### config.mk
export PLATFORM = sky130hd
export DESIGN_NAME = audio_clkgen
export DESIGN_NICKNAME = d
export VERILOG_FILES = /design/src/rtl/audio_clkgen_pkg.sv /design/src/rtl/audio_clkgen_cfg.sv /design/src/rtl/audio_clkgen_fsm.sv /design/src/rtl/audio_clkgen_div.sv /design/src/rtl/audio_clkgen.sv
export SDC_FILE = /design/constraint.sdc
export NUM_CORES = 1
export LEC_CHECK = 0
export ABC_AREA = 1
export BUFFER_PORTS_ARGS = -buffer_cell sky130_fd_sc_hd__buf_2
export CAP_MARGIN = 10
export CORE_ASPECT_RATIO = 1.5
export CORE_MARGIN = 4
export CORE_UTILIZATION = 50
export CTS_BUF_LIST = sky130_fd_sc_hd__clkbuf_4
export DETAILED_ROUTE_END_ITERATION = 8
export HOLD_SLACK_MARGIN = 0.12
export PLACE_DENSITY_LB_ADDON = 0.12
export SLEW_MARGIN = 20
export SYNTH_ARGS = -nofsm -noshare
export SYNTH_HDL_FRONTEND = slang
export SYNTH_HIERARCHICAL = 1
export SYNTH_SLANG_ARGS = --single-unit
### constraint.sdc
create_clock -name clk_mst -period 1.6 [get_ports clk_mst]
set_input_delay 0 -clock clk_mst [delete_from_list [all_inputs] [get_ports clk_mst]]
set_output_delay 0 -clock clk_mst [all_outputs]
set_load 0.1 [all_outputs]
### src/rtl/audio_clkgen_pkg.sv
package audio_clkgen_pkg;

    typedef enum logic [1:0] {
        ST_CONFIG = 2'd0,
        ST_RUN    = 2'd1,
        ST_FROZEN = 2'd2
    } gen_state_e;

    typedef struct packed {
        logic [1:0] rate_sel;
        logic       fmt_i2s;
        logic       hold_clks;
        logic       cko_off;
    } gen_cfg_t;

    localparam gen_cfg_t CFG_DEFAULT = '0;

endpackage

### src/rtl/audio_clkgen_cfg.sv
module audio_clkgen_cfg
    import audio_clkgen_pkg::*;
(
    input  logic       clk,
    input  logic       rst_n,
    input  logic       sys_rst_n,
    input  logic       wr_en,
    input  logic [7:0] wr_byte,
    output gen_cfg_t   cfg_q,
    output logic       lr_idle_nxt
);

    gen_cfg_t cfg_nxt;
    gen_cfg_t wr_fields;
    logic     unused_rsvd_bits;

    assign unused_rsvd_bits = ^{wr_byte[4:3], wr_byte[0]};

    always_comb begin
        wr_fields.rate_sel  = wr_byte[7:6];
        wr_fields.fmt_i2s   = wr_byte[5];
        wr_fields.hold_clks = wr_byte[2];
        wr_fields.cko_off   = wr_byte[1];
    end

    // the write window is open only while the system reset is held
    always_comb begin
        cfg_nxt     = (!sys_rst_n && wr_en) ? wr_fields : cfg_q;
        lr_idle_nxt = ~cfg_nxt.fmt_i2s;
    end

    always_ff @(posedge clk or negedge rst_n) begin
        if (!rst_n) begin
            cfg_q <= CFG_DEFAULT;
        end else begin
            cfg_q <= cfg_nxt;
        end
    end

endmodule

### src/rtl/audio_clkgen_fsm.sv
module audio_clkgen_fsm
    import audio_clkgen_pkg::*;
(
    input  logic       clk,
    input  logic       rst_n,
    input  logic       sys_rst_n,
    input  logic       hold_clks,
    output gen_state_e state_q,
    output logic       adv
);

    gen_state_e state_d;

    always_comb begin
        state_d = state_q;
        unique case (state_q)
            ST_CONFIG: begin
                if (sys_rst_n) begin
                    state_d = hold_clks ? ST_FROZEN : ST_RUN;
                end
            end
            ST_RUN: begin
                if (!sys_rst_n) begin
                    state_d = ST_CONFIG;
                end
            end
            ST_FROZEN: begin
                if (!sys_rst_n) begin
                    state_d = ST_CONFIG;
                end
            end
            default: state_d = ST_CONFIG;
        endcase
    end

    always_ff @(posedge clk or negedge rst_n) begin
        if (!rst_n) begin
            state_q <= ST_CONFIG;
        end else begin
            state_q <= state_d;
        end
    end

    // dividers advance only on edges that keep the sequencer running
    always_comb begin
        adv = (state_q == ST_RUN) && (state_d == ST_RUN);
    end

endmodule

### src/rtl/audio_clkgen_div.sv
module audio_clkgen_div #(
    parameter int unsigned BITS_PER_CH = 32,
    parameter int unsigned RATIO_0     = 512,
    parameter int unsigned RATIO_1     = 1536,
    parameter int unsigned RATIO_2     = 2048,
    parameter int unsigned RATIO_3     = 3072
) (
    input  logic       clk,
    input  logic       rst_n,
    input  logic       adv,
    input  logic [1:0] rate_sel,
    input  logic       fmt_i2s,
    input  logic       lr_idle_nxt,
    output logic       bclk,
    output logic       lrclk
);

    localparam int unsigned FRAME_BITS = 2 * BITS_PER_CH;
    localparam int unsigned RATIO_TAB [4] = '{RATIO_0, RATIO_1, RATIO_2, RATIO_3};
    localparam int unsigned MAX_01  = (RATIO_0 > RATIO_1) ? RATIO_0 : RATIO_1;
    localparam int unsigned MAX_23  = (RATIO_2 > RATIO_3) ? RATIO_2 : RATIO_3;
    localparam int unsigned MAX_DIV = ((MAX_01 > MAX_23) ? MAX_01 : MAX_23) / FRAME_BITS;
    localparam int unsigned PH_W    = $clog2(MAX_DIV);
    localparam int unsigned BIT_W   = $clog2(FRAME_BITS);

    logic [PH_W-1:0]  last_tab [4];
    logic [PH_W-1:0]  mid_tab  [4];
    logic [PH_W-1:0]  ph_last_val;
    logic [PH_W-1:0]  ph_mid_val;
    logic [PH_W-1:0]  ph_q;
    logic [BIT_W-1:0] bit_q;
    logic [BIT_W-1:0] bit_n;
    logic             ph_last;
    logic             ph_mid;
    logic             left_lvl;
    logic             bclk_q;
    logic             lr_q;

    for (genvar g = 0; g < 4; g++) begin : g_div_tab
        assign last_tab[g] = PH_W'(RATIO_TAB[g] / FRAME_BITS - 1);
        assign mid_tab[g]  = PH_W'(RATIO_TAB[g] / FRAME_BITS / 2 - 1);
    end

    always_comb begin
        ph_last_val = last_tab[rate_sel];
        ph_mid_val  = mid_tab[rate_sel];
        ph_last     = (ph_q == ph_last_val);
        ph_mid      = (ph_q == ph_mid_val);
        left_lvl    = ~fmt_i2s;
        bit_n       = (bit_q == BIT_W'(FRAME_BITS - 1)) ? '0 : bit_q + BIT_W'(1);
    end

    always_ff @(posedge clk or negedge rst_n) begin
        if (!rst_n) begin
            ph_q  <= '0;
            bit_q <= '0;
        end else if (!adv) begin
            ph_q  <= '0;
            bit_q <= '0;
        end else begin
            ph_q <= ph_last ? '0 : ph_q + PH_W'(1);
            if (ph_last) begin
                bit_q <= bit_n;
            end
        end
    end

    always_ff @(posedge clk or negedge rst_n) begin
        if (!rst_n) begin
            bclk_q <= 1'b0;
            lr_q   <= 1'b1;
        end else if (!adv) begin
            bclk_q <= 1'b0;
            lr_q   <= lr_idle_nxt;
        end else begin
            if (ph_mid) begin
                bclk_q <= 1'b1;
            end else if (ph_last) begin
                bclk_q <= 1'b0;
            end
            if (ph_last) begin
                lr_q <= (bit_n < BIT_W'(BITS_PER_CH)) ? left_lvl : ~left_lvl;
            end
        end
    end

    assign bclk  = bclk_q;
    assign lrclk = lr_q;

endmodule

### src/rtl/audio_clkgen.sv
module audio_clkgen
    import audio_clkgen_pkg::*;
#(
    parameter int unsigned BITS_PER_CH = 32,
    parameter int unsigned RATIO_0     = 512,
    parameter int unsigned RATIO_1     = 1536,
    parameter int unsigned RATIO_2     = 2048,
    parameter int unsigned RATIO_3     = 3072
) (
    input  logic       clk_mst,
    input  logic       rst_n,
    input  logic       sys_rst_n,
    input  logic       cfg_wr,
    input  logic [7:0] cfg_byte,
    output logic       bclk,
    output logic       lrclk,
    output logic       clk_out
);

    gen_cfg_t   cfg_q;
    gen_state_e state_q;
    logic       lr_idle_nxt;
    logic       adv;

    audio_clkgen_cfg u_cfg (
        .clk         (clk_mst),
        .rst_n       (rst_n),
        .sys_rst_n   (sys_rst_n),
        .wr_en       (cfg_wr),
        .wr_byte     (cfg_byte),
        .cfg_q       (cfg_q),
        .lr_idle_nxt (lr_idle_nxt)
    );

    audio_clkgen_fsm u_fsm (
        .clk       (clk_mst),
        .rst_n     (rst_n),
        .sys_rst_n (sys_rst_n),
        .hold_clks (cfg_q.hold_clks),
        .state_q   (state_q),
        .adv       (adv)
    );

    audio_clkgen_div #(
        .BITS_PER_CH (BITS_PER_CH),
        .RATIO_0     (RATIO_0),
        .RATIO_1     (RATIO_1),
        .RATIO_2     (RATIO_2),
        .RATIO_3     (RATIO_3)
    ) u_div (
        .clk         (clk_mst),
        .rst_n       (rst_n),
        .adv         (adv),
        .rate_sel    (cfg_q.rate_sel),
        .fmt_i2s     (cfg_q.fmt_i2s),
        .lr_idle_nxt (lr_idle_nxt),
        .bclk        (bclk),
        .lrclk       (lrclk)
    );

    assign clk_out = clk_mst & ~cfg_q.cko_off;

endmodule

# ---- Yosys cells after proc, flatten, opt, wreduce, memory -nomap -nowiden
# Cells that the tools add are included.
dict set report word_totals {
  inputBits 12
  output_inout_bits 3
  latchBits 0
  rom_bits 0
  register_bits 21
  word_cells 53
  ramBits 0
  mem_count 0
}
dict set report op_classes {
  n_shift 0
  muxes 22
  add_sub_neg 2
  reduce_logical 5
  n_div 0
  mul 0
  n_bitwise 5
  n_lt_le_gt_ge 2
  n_eq_ne 8
}
# operator n
set op_table {}
lappend op_table {{$mux 6} 9}
lappend op_table {{$bmux 6 s2} 2}
lappend op_table {{$add 6x1->6 const B} 2}
lappend op_table {{$eq 6x6->1} 2}
lappend op_table {{$eq 6x6->1 const B} 1}
lappend op_table {{$lt 6x6->1 const B} 1}
lappend op_table {{$mux 1} 6}
lappend op_table {{$mux 2} 3}
lappend op_table {{$eq 2x1->1 const B} 2}
lappend op_table {{$pmux 2 s2} 1}
lappend op_table {{$ge 3x3->1 const B} 1}
lappend op_table {{$mux 3} 1}
lappend op_table {{$ne 3x3->1 const B} 1}
lappend op_table {{$not 1->1} 3}
lappend op_table {{$not 2->3} 1}
lappend op_table {{$eq 2x2->1 const B} 1}
lappend op_table {{$logic_and 1x1->1} 2}
lappend op_table {{$logic_not 2->1} 1}
lappend op_table {{$ne 2x2->1 const B} 1}
lappend op_table {{$reduce_or 2->1} 1}
lappend op_table {{$and 1x1->1} 1}
lappend op_table {{$logic_not 1->1} 1}

# ---- Logic depth before layout (Yosys ltp)
# Gate-level depths: netlist of run 1.
dict set report logic_depth {
  ltp_word 8
  mapped_depth 12
}

# ---- Cells and area by module
# Netlist of run 1, hierarchy kept.
# mod instances area_each_um2 cells_per_inst
set modules_own_cells {}
lappend modules_own_cells {audio_clkgen_div 1 827.0 113}
lappend modules_own_cells {audio_clkgen_cfg 1 217.7 27}
lappend modules_own_cells {audio_clkgen_fsm 1 163.9 24}
lappend modules_own_cells {audio_clkgen 1 10.0 2}

==> results of run 1 <==
[layer usage]
metal / vias up / GRT usage [%] / share of wire (%)
met3: 16 / 3.486 / 3.4
li1: 598 / - / -
met5: - / 0 / 0
met1: 549 / 21.36 / 39
met4: 0 / 13.84 / 5.3
met2: 29 / 38.56 / 52
[cell usage after synthesis]
master,instances
nand3_1,21
nor3b_1,2
nand2_2,2
xor2_1,3
nor2_2,2
nand2_1,54
nor4_1,1
o21ai_0,3
dfstp_2,1
xnor2_1,2
buf_2,1
nor2_1,15
ha_1,6
dfrtp_1,20
nand2_4,1
inv_2,2
inv_1,23
o21bai_1,1
nor3_1,2
a21oi_1,4
[kinds of logic (layout without fill, tap and decap cells)]
group / count (synthesis) / after routing / synth area share (%)
and+or+nand+nor: 100 / 100 / 35.42
buffers and inverters: 26 / 67 / 8.110
DFF: 21 / 21 / 43.22
AOI/OAI and AO/OA: 8 / 8 / 3.491
adders and majority gates: 6 / 6 / 6.160
xor gates and xnor gates: 5 / 5 / 3.594
[critical path: stages, from the launching register on]
cell and delay (ns):
dfrtp_1 0.42, buf_6 0.13, buf_4 0.11, nor2_1 0.05, nor2_2 0.17, nand3_2 0.10, nor2_2 0.10, buf_6 0.13
buf_4 0.12, nand3_1 0.07, nand2_1 0.06, inv_1 0.03, nand2_1 0.06
[registers in the layout, indices dropped and copies added, names as in the netlist, named ones only]
register,cells
u_div/ph_q,6
u_div/bclk,1
u_cfg/cfg_q,4
u_fsm/state_q,2
u_div/bit_q,6
u_div/lrclk,1
[final cells by class]
cell class                 instances  area (um^2)  area share (%)
clock inverter                     2        7.507          0.4566
timing repair buffer              37        295.3           17.96
clock buffer                       4        27.53           1.674
multi-input combinational        119        665.6           40.49
sequential                        21        526.8           32.04
tap                               23        28.78           1.750
inverter                          24        92.59           5.632
[power by group through the flow]
| stage | sequential, mW | clock (mW) | combinational [mW] |
|---|---|---|---|
| floorplan | 0.735 | 0.163 | 0.284 |
| CTS | 0.657 | 0.468 | 0.763 |
| global route | 0.670 | 0.492 | 0.924 |
| global placement | 0.661 | 0.180 | 0.531 |
| detailed placement | 0.667 | 0.180 | 0.558 |
| finish | 0.660 | 0.462 | 0.846 |
[metrics by stage]
step | power, mW | instance area [um^2]
6_report | 1.968 | 1644
3_5_place_dp | 1.404 | 1350
2_1_floorplan | 1.182 | 1219
4_1_cts | 1.889 | 1602
5_1_grt | 2.086 | 1644
3_3_place_gp | 1.372 | 1350
[path summary, 6_finish.rpt]
path                            depth (start not counted)              from             end
worst max-delay path                                   12  u_fsm/state_q[0]     u_div/lrclk
worst min-delay path                                    2             rst_n   u_div/ph_q[4]
worst max register to register                         12  u_fsm/state_q[0]     u_div/lrclk
worst min register to register                          1     u_div/ph_q[0]   u_div/ph_q[0]
max in group asynchronous                               2             rst_n     u_div/lrclk
min in group clk_mst                                    5         sys_rst_n  u_cfg/cfg_q[3]
[timing repair]
| action | in CTS | in global routing |
|---|---|---|
| endpoints found under the setup margin | 10 | 14 |
| buffers inserted | 4 | 2 |
| hold endpoints to repair | 27 | 0 |
| gates resized for setup | 14 | 9 |
| pin swaps | 9 | 4 |
| hold buffers | 14 | 0 |
==> results by group, run 1 <==
Outcome
  – Status: finished clean

Die
  – Row count: 21
  – Area of the die: 3308 um^2
  – Io pins: 15
  – Core Area: 2286 um^2
  – Die width: 48.31 um
  – Initial Util: 53.31%
  – Chip height: 68.47 um

Power and ir drop
  – Sequential Power Share: 33.5%
  – Switching part of the total: 43.89%
  – Leak: 0.8576 nW
  – Switch Pwr: 863.7 uW
  – Clk pwr share: 23.5%
  – Pwr/cell area: 1197 nW/um^2
  – Comb pwr share: 43.0%
  – Internal power: 1.104 mW
  – Peak VDD IR: 0.001056 V

Timing
  – Unrepaired setup endpoints after global routing: yes
  – Max Slew Vio Count: 0
  – Final TNS setup: 0 ns
  – Final period util: 99.73%
  – Final Hold Fails: 0
  – Maximum clock frequency: 626.7 MHz
  – Final setup violation count: 0
  – Slew HR: 67.48%
  – Worst hold slack: 0.1602 ns
  – Worst-Margin Slew: 0.4878 ns
  – Post-layout min period: 1.596 ns
  – PnR worst setup slack: 0.004365 ns
  – Skew final: 0.005862 ns

Synthesis
  – Synth Warn #: 6
  – Seq/Total Area, Yosys: 43.22%
  – Yosys top cell area share: 41.07%
  – Synth Cell Area: 1219 um^2
  – Mapped Nets: 184
  – Area leader, netlist: dfrtp_1
  – Synth top area cells: dfrtp_1 41%, nand2_1 17%, nand3_1 8.6%
  – Syn Inst Count: 166
  – Distinct cells, synth: 20
  – #FFs+latches synth: 21
  – Mean post-synth cell area: 7.341 um^2

Clock tree
  – Worst skew pair latency: 0.31 ns
  – Cts bufs inserted: 3
  – CTS Root Cell: clkbuf_4
  – TritonCTS clock tree: built
  – H-tree depth: 1
  – Clock-pin slew on the worst setup and hold paths: 0.13 ns
  – Clock buffer depth: 2

Worst setup path
  – CP Class: flip-flop to flip-flop
  – Crit path launch type: flip-flop
  – Critical path arrival: 1.86 ns
  – Worst EP required: 1.86 ns
  – Setup slack, reg-to-reg: 0.004 ns
  – CP endpoint kind: flip-flop
  – Crit Path Max Fanout: 5

Final layout
  – Most common cell after layout, fill and taps aside: nand2_1
  – Diodes inserted: 0
  – Ratio of cells with drive above 1 in the final layout: 25.12%
  – Commonest cells after routing, fill and taps aside: 53 x nand2_1, 20 x inv_1, 20 x dfrtp_1
  – Layout overhead on the synthesized area: 34.91%
  – Fillers: 168
  – Nets: 226
  – Layout Utilization: 71.92%
  – Non-filler cells in the finished layout: 230

Flow run
  – Max cap viols: 0

Routing
  – Average vias per placed instance: 5.183
  – Detail Route Antenna Nets: 0
  – Final Routed Wirelength: 3022 um
  – DRC Markers: 0
  – Average wire per standard cell: 13.14 um
  – Drt first-iter violations: 41
  – Via count: 1192
  – Drt first pass iters: 4

Place
  – GP Congestion: 0.7887
  – Detailed placement HPWL: 1902 um
  – Place WS: -0.1008 ns
  – # placed instances: 206
  – Port bufs: 11

Worst hold path
  – HP Class: input port to async pin

Global routing
  – GRT Total Usage: 20.84%
  – Vias in the first global route: 1260
  – GRT Residual Overflow: 0
  – Initial antenna violation count: 0
  – Largest net degree at the start of global routing: 22
  – First-pass GRT wire length: 5299 um
(Power assumes the default switching activity.)
==> run 2, diff against run 1 <==
- CORE_MARGIN: 4 -> default
==> results by group, run 2 (synthesis results as in run 1) <==
Routing
  – Via count: 1243 (was 1192)
  – Detail Route Antenna Nets: 0 (unchanged)
  – Average vias per placed instance: 5.312 (was 5.183)
  – Drt first-iter violations: 31 (was 41)
  – Average wire per standard cell: 13.53 um (was 13.14 um)
  – Drt first pass iters: 4 (unchanged)
  – Final Routed Wirelength: 3166 um (was 3022 um)
  – DRC Markers: 0 (unchanged)

Final layout
  – Area of the multi-input gates: 730.7 um^2 (was 665.6 um^2)
  – Nets: 230 (was 226)
  – Most common cell after layout, fill and taps aside: nand2_1 (unchanged)
  – Commonest cells after routing, fill and taps aside: 50 x nand2_1, 20 x inv_1, 20 x dfrtp_1 (was 53 x nand2_1, 20 x inv_1, 20 x dfrtp_1)
  – Fillers: 158 (was 168)
  – Largest regs: u_div/bit_q x6, u_div/ph_q x6, u_cfg/cfg_q x4 (unchanged)
  – Final Cell Area: 1764 um^2 (was 1644 um^2)
  – Diodes inserted: 0 (unchanged)
  – Reg area: 526.8 um^2 (unchanged)
  – Layout overhead on the synthesized area: 44.76% (was 34.91%)
  – Layout Utilization: 78.07% (was 71.92%)
  – Ratio of cells with drive above 1 in the final layout: 32.23% (was 25.12%)

Clock tree
  – Clock buffer depth: 2 (unchanged)
  – H-tree depth: 1 (unchanged)
  – Cts bufs inserted: 3 (unchanged)
  – Clock-pin slew on the worst setup and hold paths: 0.13 ns (about the same)
  – Worst skew pair latency: 0.31 ns (about the same)
  – CTS Root Cell: clkbuf_4 (unchanged)
  – TritonCTS clock tree: built (unchanged)

Worst setup path
  – CP endpoint kind: flip-flop (unchanged)
  – Worst EP required: 1.86 ns (about the same)
  – Reg2reg start: u_fsm/state_q[1] (was u_fsm/state_q[0])
  – Crit Path Max Fanout: 4 (was 5)
  – Crit path launch type: flip-flop (unchanged)
  – Most used cell, CP: nand3_2
  – CP Class: flip-flop to flip-flop (unchanged)
  – CP max stage delay: 0.40 ns (was 0.42 ns)
  – Critical path arrival: 1.96 ns (was 1.86 ns)
  – CP max stage cell: dfrtp_1 (unchanged)
  – Crit path from: u_fsm/state_q[1] (was u_fsm/state_q[0])
  – Sequence of cells on the critical path: inv_2 -> ha_4 -> nand3_2 -> nand2_2 -> nand3_2 -> nor2_2 -> buf_6 -> buf_6 -> nand3_2 -> nor3_2 -> nand3_1 -> nand2_1 (was buf_6 -> buf_4 -> nor2_1 -> nor2_2 -> nand3_2 -> nor2_2 -> buf_6 -> buf_4 -> nand3_1 -> nand2_1 -> inv_1 -> nand2_1)

Timing
  – Maximum clock frequency: 589.5 MHz (was 626.7 MHz)
  – Unrepaired setup endpoints after global routing: yes (unchanged)
  – Final TNS setup: -0.7056 ns (was 0 ns)
  – Slew HR: 67.66% (was 67.48%)
  – Final Hold Fails: 0 (unchanged)
  – Final period util: 106.0% (was 99.73%)
  – PnR worst setup slack: -0.09641 ns (was 0.004365 ns)
  – Post-layout min period: 1.696 ns (was 1.596 ns)
  – Final setup violation count: 12 (was 0)
  – Worst-Margin Slew: 0.4850 ns (was 0.4878 ns)
  – Max Slew Vio Count: 0 (unchanged)
  – Skew final: 0.003521 ns (was 0.005862 ns)
  – Worst hold slack: 0.1668 ns (was 0.1602 ns)

Die
  – Row count: 21 (unchanged)
  – Initial Util: 53.93% (was 53.31%)
  – Io pins: 15 (unchanged)
  – Area of the die: 2643 um^2 (was 3308 um^2)
  – Chip height: 62.47 um (was 68.47 um)
  – Die width: 42.31 um (was 48.31 um)
  – Core Area: 2260 um^2 (was 2286 um^2)

Place
  – Area post-placement: 1343 um^2 (was 1350 um^2)
  – Detailed placement HPWL: 1762 um (was 1902 um)
  – Place WS: -0.1246 ns (was -0.1008 ns)
  – Port bufs: 11 (unchanged)
  – GP Congestion: 0.7877 (was 0.7887)

Global routing
  – GRT Total Usage: 23.13% (was 20.84%)
  – Vias in the first global route: 1185 (was 1260)
  – GRT Residual Overflow: 0 (unchanged)
  – First-pass GRT wire length: 4788 um (was 5299 um)
  – Initial antenna violation count: 0 (unchanged)
  – Largest net degree at the start of global routing: 22 (unchanged)

Flow run
  – Max cap viols: 0 (unchanged)

Power and ir drop
  – Leak: 0.8995 nW (was 0.8576 nW)
  – Peak VDD IR: 0.001178 V (was 0.001056 V)
  – Pwr/cell area: 1200 nW/um^2 (was 1197 nW/um^2)

Worst hold path
  – HP Class: input port to async pin (unchanged)

Outcome
  – Status: finished with violations (was finished clean)
  – Failing checks: setup timing
[run 2: layer usage]
metal	GRT usage (%)	routed length [um]	vias to the layer above
met5	0	0	-
met4	11.72	44	0
met3	2.890	82	6
met2	40.00	1768	29
met1	27.26	1271	596
li1	-	-	612
[run 2: worst max-delay path: cells and delay by family, from the launching register on]
family                     cells  cell delay, ns
buffers and inverters          3            0.31
adders and majority gates      1            0.27
DFF                            1            0.40
and+or+nand+nor                8            0.68
[run 2: worst paths after layout]
| path | endpoint | slack (ns) | cells past startpoint |
|---|---|---|---|
| setup / recovery | u_div/bclk | -0.1 | 12 |
| hold reg to reg | u_div/ph_q[0] | 0.49 | 1 |
| max in group asynchronous | u_div/lrclk | 1.08 | 2 |
| hold / removal | u_div/bclk | 0.17 | 2 |
| min in group clk_mst | u_div/ph_q[0] | 0.49 | 1 |
| setup reg to reg | u_div/bclk | -0.1 | 12 |
[run 2: report_power, final]
part / internal [mW] / leakage [nW] / switching (mW)
Clock: 0.114 / 0.0300 / 0.339
Combinational: 0.470 / 0.590 / 0.530
Sequential: 0.604 / 0.279 / 0.0594
[run 2: cell type report]
type	count	share of cell area (%)
inverters	24	5.248
clock buffers	4	1.560
flip-flops and latches	21	29.86
multi-input cells	119	41.42
clock inverters	2	0.4255
well taps	23	1.631
repair buffers	41	19.86
[run 2: repair_timing]
| action | 4_1_cts | 5_1_grt |
|---|---|---|
| hold endpoints to repair | 29 | 0 |
| buffers inserted | 5 | 7 |
| pin swaps | 7 | 13 |
| gates resized for setup | 13 | 30 |
| endpoints found under the setup margin | 10 | 11 |
| hold buffers | 13 | 0 |
[run 2: metrics by stage]
stage | total power, mW | std cells
3_5_place_dp | 1.397 | 205
3_3_place_gp | 1.366 | 205
4_1_cts | 1.847 | 227
2_1_floorplan | 1.182 | 166
5_1_grt | 2.224 | 234
6_report | 2.117 | 234
